`config.mk`:
```
export PLATFORM = sky130hd
export DESIGN_NAME = queue_level_irq
export DESIGN_NICKNAME = d
export VERILOG_FILES = /design/src/rtl/qthr_pkg.sv /design/src/rtl/qlvl_counter.sv /design/src/rtl/qthr_cfg.sv /design/src/rtl/qthr_cmp.sv /design/src/rtl/queue_level_irq.sv
export SDC_FILE = /design/constraint.sdc
export NUM_CORES = 1
export LEC_CHECK = 0
export ABC_AREA = 1
export BUFFER_PORTS_ARGS = -buffer_cell sky130_fd_sc_hd__buf_2
export CORE_ASPECT_RATIO = 1.5
export CORE_MARGIN = 1
export CORE_UTILIZATION = 27
export CTS_BUF_LIST = sky130_fd_sc_hd__clkbuf_8 sky130_fd_sc_hd__clkbuf_16
export CTS_CLUSTER_SIZE = 40
export DETAILED_ROUTE_END_ITERATION = 10
export HOLD_SLACK_MARGIN = 0.08
export PLACE_DENSITY = 0.57
export SYNTH_ARGS = -nofsm -noshare
export SYNTH_HDL_FRONTEND = slang
export SYNTH_SLANG_ARGS = --single-unit
```
`constraint.sdc`:
```
create_clock -name clk -period 1.9 [get_ports clk]
set_input_delay 0.475 -clock clk [delete_from_list [all_inputs] [get_ports clk]]
set_output_delay 0.475 -clock clk [all_outputs]
set_load 0.01 [all_outputs]
```
`src/rtl/qthr_pkg.sv`:
```
// Shared constants for the queue level interrupt block.
// Assumes both thresholds sit in byte-wide lanes of the threshold register.
package qthr_pkg;

    localparam int FLD_W       = 8;   // width of one threshold lane
    localparam int CMD_FLD_LSB = 0;   // command threshold lane position
    localparam int RSP_FLD_LSB = 8;   // response threshold lane position
    localparam int REG_W       = 16;  // bits of the register held here

    // How a comparator reads its threshold.
    typedef enum logic {
        CMP_FREE_SLOTS = 1'b0,  // N>0: free >= N, N=0: queue fully empty
        CMP_FILL_PLUS1 = 1'b1   // fill >= N+1
    } cmp_mode_e;

endpackage

```
`src/rtl/qlvl_counter.sv`:
```
// Occupancy counter for one queue with push/pop acceptance and a sticky error.
// Assumes push and pop are single-cycle strobes; payload storage lives elsewhere.
module qlvl_counter #(
    parameter int DEPTH = 8,
    localparam int LW   = $clog2(DEPTH + 1)
) (
    input  logic          clk,
    input  logic          rst_n,
    input  logic          push,
    input  logic          pop,
    output logic [LW-1:0] occ,
    output logic          err
);

    localparam logic [LW-1:0] FULL = LW'(DEPTH);

    logic pop_ok;
    logic push_ok;
    logic bad;

    // Acceptance: pop needs data, push needs room or a same-cycle pop.
    always_comb begin
        pop_ok  = pop && (occ != '0);
        push_ok = push && ((occ != FULL) || pop_ok);
        bad     = (pop && !pop_ok) || (push && !push_ok);
    end

    // Occupancy update.
    always_ff @(posedge clk) begin
        if (!rst_n) begin
            occ <= '0;
        end else begin
            case ({push_ok, pop_ok})
                2'b10:   occ <= occ + 1'b1;
                2'b01:   occ <= occ - 1'b1;
                default: occ <= occ;
            endcase
        end
    end

    // Sticky error flag.
    always_ff @(posedge clk) begin
        if (!rst_n) err <= 1'b0;
        else if (bad) err <= 1'b1;
    end

endmodule

```
`src/rtl/qthr_cfg.sv`:
```
// Threshold register: two byte lanes, each clamped to its legal maximum on write.
// Assumes software writes both lanes together through one strobe.
module qthr_cfg
    import qthr_pkg::*;
#(
    parameter int CMD_TW  = 3,
    parameter int RSP_TW  = 2,
    parameter int CMD_RST = 0,
    parameter int RSP_RST = 1,
    localparam logic [FLD_W-1:0] CMD_MAX = FLD_W'((1 << CMD_TW) - 1),
    localparam logic [FLD_W-1:0] RSP_MAX = FLD_W'((1 << RSP_TW) - 1)
) (
    input  logic              clk,
    input  logic              rst_n,
    input  logic              we,
    input  logic [REG_W-1:0]  wdata,
    output logic [CMD_TW-1:0] cmd_thr,
    output logic [RSP_TW-1:0] rsp_thr,
    output logic [REG_W-1:0]  rdata
);

    logic [FLD_W-1:0] cmd_in;
    logic [FLD_W-1:0] rsp_in;
    logic [FLD_W-1:0] cmd_cl;
    logic [FLD_W-1:0] rsp_cl;

    // Split the write lanes and clamp each to its maximum.
    always_comb begin
        cmd_in = wdata[CMD_FLD_LSB +: FLD_W];
        rsp_in = wdata[RSP_FLD_LSB +: FLD_W];
        cmd_cl = (cmd_in > CMD_MAX) ? CMD_MAX : cmd_in;
        rsp_cl = (rsp_in > RSP_MAX) ? RSP_MAX : rsp_in;
    end

    // Threshold storage.
    always_ff @(posedge clk) begin
        if (!rst_n) begin
            cmd_thr <= CMD_TW'(CMD_RST);
            rsp_thr <= RSP_TW'(RSP_RST);
        end else if (we) begin
            cmd_thr <= cmd_cl[CMD_TW-1:0];
            rsp_thr <= rsp_cl[RSP_TW-1:0];
        end
    end

    // Readback with unused bits at zero.
    always_comb begin
        rdata = '0;
        rdata[CMD_FLD_LSB +: CMD_TW] = cmd_thr;
        rdata[RSP_FLD_LSB +: RSP_TW] = rsp_thr;
    end

endmodule

```
`src/rtl/qthr_cmp.sv`:
```
// Level comparator; the mode parameter picks the threshold encoding.
// Assumes the threshold is narrower than or equal to the level width.
module qthr_cmp
    import qthr_pkg::*;
#(
    parameter cmp_mode_e MODE  = CMP_FILL_PLUS1,
    parameter int        DEPTH = 4,
    localparam int       LW    = $clog2(DEPTH + 1),
    localparam int       TW    = $clog2(DEPTH)
) (
    input  logic [LW-1:0] lvl,
    input  logic [TW-1:0] thr,
    output logic          hit
);

    logic [LW-1:0] thr_x;

    // Widen the threshold to the level width.
    always_comb thr_x = LW'(thr);

    generate
        if (MODE == CMP_FREE_SLOTS) begin : g_free
            // Zero means every slot free, otherwise at least N free.
            always_comb hit = (thr_x == '0) ? (lvl == LW'(DEPTH)) : (lvl >= thr_x);
        end else begin : g_fill
            // At least N+1 entries present.
            always_comb hit = (lvl > thr_x);
        end
    endgenerate

endmodule

```
`src/rtl/queue_level_irq.sv`:
```
// Top: command/response queue occupancy with threshold interrupts.
// Assumes the command queue reports free locations and the response queue
// filled entries; interrupts are unmasked level outputs.
module queue_level_irq
    import qthr_pkg::*;
#(
    parameter int CMD_DEPTH = 8,
    parameter int RSP_DEPTH = 4,
    localparam int CLW = $clog2(CMD_DEPTH + 1),
    localparam int RLW = $clog2(RSP_DEPTH + 1),
    localparam int CTW = $clog2(CMD_DEPTH),
    localparam int RTW = $clog2(RSP_DEPTH)
) (
    input  logic             clk,
    input  logic             rst_n,
    input  logic             thr_we,
    input  logic [REG_W-1:0] thr_wdata,
    output logic [REG_W-1:0] thr_rdata,
    input  logic             cmd_push,
    input  logic             cmd_pop,
    input  logic             rsp_push,
    input  logic             rsp_pop,
    output logic [CLW-1:0]   cmd_free,
    output logic [RLW-1:0]   rsp_fill,
    output logic             cmd_irq,
    output logic             rsp_irq,
    output logic             cmd_err,
    output logic             rsp_err
);

    logic [CLW-1:0] cmd_occ;
    logic [CTW-1:0] cmd_thr;
    logic [RTW-1:0] rsp_thr;

    qthr_cfg #(
        .CMD_TW (CTW),
        .RSP_TW (RTW),
        .CMD_RST(0),
        .RSP_RST(1)
    ) u_cfg (
        .clk    (clk),
        .rst_n  (rst_n),
        .we     (thr_we),
        .wdata  (thr_wdata),
        .cmd_thr(cmd_thr),
        .rsp_thr(rsp_thr),
        .rdata  (thr_rdata)
    );

    qlvl_counter #(.DEPTH(CMD_DEPTH)) u_cmd_cnt (
        .clk  (clk),
        .rst_n(rst_n),
        .push (cmd_push),
        .pop  (cmd_pop),
        .occ  (cmd_occ),
        .err  (cmd_err)
    );

    qlvl_counter #(.DEPTH(RSP_DEPTH)) u_rsp_cnt (
        .clk  (clk),
        .rst_n(rst_n),
        .push (rsp_push),
        .pop  (rsp_pop),
        .occ  (rsp_fill),
        .err  (rsp_err)
    );

    // Free command locations from occupancy.
    always_comb cmd_free = CLW'(CMD_DEPTH) - cmd_occ;

    qthr_cmp #(.MODE(CMP_FREE_SLOTS), .DEPTH(CMD_DEPTH)) u_cmd_cmp (
        .lvl(cmd_free),
        .thr(cmd_thr),
        .hit(cmd_irq)
    );

    qthr_cmp #(.MODE(CMP_FILL_PLUS1), .DEPTH(RSP_DEPTH)) u_rsp_cmp (
        .lvl(rsp_fill),
        .thr(rsp_thr),
        .hit(rsp_irq)
    );

endmodule

```
==> results_dict.tcl <==
set metrics [dict create \
    ys_ff_latch 14 \
    grt_overflow 0 \
    post_synth_instance_area_sq_um 1080 \
    insertion_delay_ns 0.24 \
    finalNetCount 242 \
    tritoncts_sinks 14 \
    worst-path-buf-inv 2 \
    design.die.area_sq_um 4250 \
    ff2ff_setup_slack_ns 0.09 \
    gp_congestion 0.742 \
    antenna_cells_inserted 0 \
    postLayoutSetupSlackWorst_ns -0.230 \
    floorplan.die.height_um 79.3 \
    clock_tree_from_tritoncts "done" \
    grt_pass1_vias 1054 \
    synthDominantAreaCellType "dfxtp_1" \
    ratio_of_cells_with_drive_above_1_in_the_final_layout_pct 42.3 \
    syn_inst 156 \
    vdd_ir_drop_max_v 0.000706 \
    drcViolationCount 0 \
    antenna_violating_nets_remaining 0 \
    cts_htree_levels 1 \
    fin_crit_sh_pct 112 \
    length_in_cells_of_the_worst_reg_to_reg_path 12 \
    post_synth.cell_area_avg_sq_um 6.90 \
    io_buffers 38 \
    floorplan.io_pins 50 \
    first_pass_grt_wire_length_um 4280 \
    timing_hold_violations_final 0 \
    power_density_nw_per_um2 1120 \
    ys_warn_count 0 \
    die-width_um 53.5 \
    layoutNonFillerInstCount 251 \
    layout.cells.most_common_list "buf_2 (37), nor2_1 (24), inv_1 (21)" \
    critical_path.startpoint_type "register" \
    hp-class "in2reg" \
    worst_ep_arrival_time_ns 1.66 \
    postCtsHoldBufs 0 \
    grt_antenna_before_repair 0 \
    post_synth_num_cell_types 25 \
    grt_start_max_net_pins 15 \
    placedCellCount 245 \
    p_leak_nw 0.819 \
    post_synth_main_area_contributors "dfxtp_1 (26%), ha_1 (9.3%), inv_1 (9.1%)" \
    wl_per_cell_um 9.82 \
    sequential_to_total_area_share_from_yosys_stat_pct 26.0 \
    slowest_delay_ns 0.33 \
    critPathCaptureType "output port" \
    dr_total_vias 1092 \
    final_core_utilization_pct 41.5 \
    row_count 27 \
    dr.first_iter.drc_count 11 \
    detailedPlacementHpwl_um 1930 \
    dr.pass1.iters 4 \
    cp_top_family "adder cells" \
    drt-total-wl_um 2460 \
    max_cap_violations 0 \
    cp.depth 8 \
    violations "negative setup slack" \
    worstPathMaxFanout 3 \
    numCtsBuffers 3 \
    initial_core_utilization_pct 28.7 \
    finalClockSkew_ns 0.00114 \
    reg2reg_capture_point "u_cmd_cnt.occ[3]$_SDFFE_PN0P_" \
    ctsLongestPathBuffers 2 \
    fp.coreArea_sq_um 3750 \
    cp-endpoint "cmd_irq" \
    timing.critical_path.slowest_stage_cell "dfxtp_2" \
    global_route.usage.total_pct 13.6 \
    critical_path_class "reg2out" \
    period_needed_ns 2.13 \
    timing.critical_path.cells "inv_2 > ha_4 > ha_4 > o21a_1 > o21a_1 > o21ai_1 > nand2_1 > buf_6" \
    cts-root-buf "clkbuf_8" \
    synth_top_area_share_pct 26.0 \
    timing.final.max_slew_violations 0 \
    timing.setup.tns_ns -0.230 \
    setup_viol 1 \
    outcome "complete, but fails checks" \
    layout.cells.most_common "buf_2" \
    grt_setup_unrepaired "yes" \
    avgViaCountPerCell 4.35 \
    syn2layout_area_growth_pct 44.7 \
    setup.worst_path.start "u_cmd_cnt.occ[0]$_SDFFE_PN0P_" \
    achievable-frequency_mhz 469 \
    regToRegStartpoint "u_cmd_cnt.occ[2]$_SDFFE_PN0P_" \
    cts.reportedPaths.clkPinSlew_ns 0.06 \
    cp_data_required_time_ns 1.42 \
]
==> where the power goes <==
part           switching, mW  internal (mW)  leakage (nW)
sequential            0.0521          0.357         0.118
clock                  0.104          0.183        0.0288
combinational          0.542          0.511         0.672
total                  0.699           1.05         0.819
==> kinds of logic (layout without fill, tap and decap cells) <==
family / Yosys count / count (layout) / share of synthesized area [%]
other: 1 / 11 / 0.349
flip-flops: 14 / 14 / 26.0
AO/OA/AOI/OAI: 23 / 23 / 11.3
adder cells (fa/ha/maj): 10 / 10 / 13.0
AND/OR/NAND/NOR: 66 / 66 / 29.4
buffers and inverters: 40 / 82 / 18.3
XOR/XNOR: 2 / 2 / 1.63
==> cell type report <==
cell class | count | area (sq um)
clock buffers | 4 | 55.1
fillers | 391 | 2190
inverters | 27 | 104
multi-input cells | 112 | 759
flip-flops and latches | 14 | 287
well taps | 43 | 53.8
repair buffers | 51 | 298
==> worst min path at each step <==
stage | depth (start not counted) | start | to | slack (ns)
finish | 3 | thr_wdata[9] | u_cfg.rsp_thr[1]$_SDFFE_PN0P_ | 0.44
detailed placement | 2 | u_cmd_cnt.err$_SDFFE_PN0P_ | u_cmd_cnt.err$_SDFFE_PN0P_ | 0.46
global route | 3 | thr_wdata[9] | u_cfg.rsp_thr[1]$_SDFFE_PN0P_ | 0.44
global placement | 2 | u_cmd_cnt.err$_SDFFE_PN0P_ | u_cmd_cnt.err$_SDFFE_PN0P_ | 0.45
CTS | 3 | thr_wdata[9] | u_cfg.rsp_thr[1]$_SDFFE_PN0P_ | 0.44
floorplan | 2 | u_cmd_cnt.occ[1]$_SDFFE_PN0P_ | u_cmd_cnt.occ[1]$_SDFFE_PN0P_ | 0.50
==> state kept, by name, summed over array words and instances, names as in the netlist <==
register       count
u_cfg.rsp_thr      2
u_rsp_cnt.occ      3
u_rsp_cnt.err      1
u_cfg.cmd_thr      3
u_cmd_cnt.err      1
u_cmd_cnt.occ      4
==> stage by stage <==
step                      hold WS, ns  instance area, sq um  power, mW  worst slack [ns]
after floorplan                 0.503                  1130      0.988           0.00703
after global placement          0.453                  1370       1.26           -0.0549
after detailed placement        0.461                  1370       1.27           -0.0666
after CTS                       0.437                  1490       1.66            -0.239
after global routing            0.444                  1560       1.95            -0.335
final                           0.442                  1560       1.75            -0.230
==> routing by layer <==
layer  GRT usage (%)  wire length [um]  part of all wire, %  up-vias
li1                -                 -                    -      571
met1            13.6               965                   39      482
met2            25.6              1360                   55       34
met3            2.30                97                  3.9        5
met4            6.32                44                  1.8        0
met5               0                 0                    0        -
==> worst min-delay path, cell delays in order <==
cell and delay (ns):
buf_2 0.07, nor3_1 0.04, nor2_1 0.07
==> Yosys cell counts (all sizes together) <==
library cell,number
a21oi,5
buf,13
conb,1
dfxtp,14
fa,2
ha,8
inv,27
nand2,21
nand3,11
nand3b,1
nand4,1
nor2,29
nor3,2
nor3b,1
o21a,2
o21ai,15
o22ai,1
xnor2,1
xor2,1
==> what timing repair did <==
item,in CTS,in global routing
pin swaps,4,6
endpoints found under the setup margin,1,4
resized for setup,10,17
buffers inserted,3,1
(Power assumes the default switching activity.)
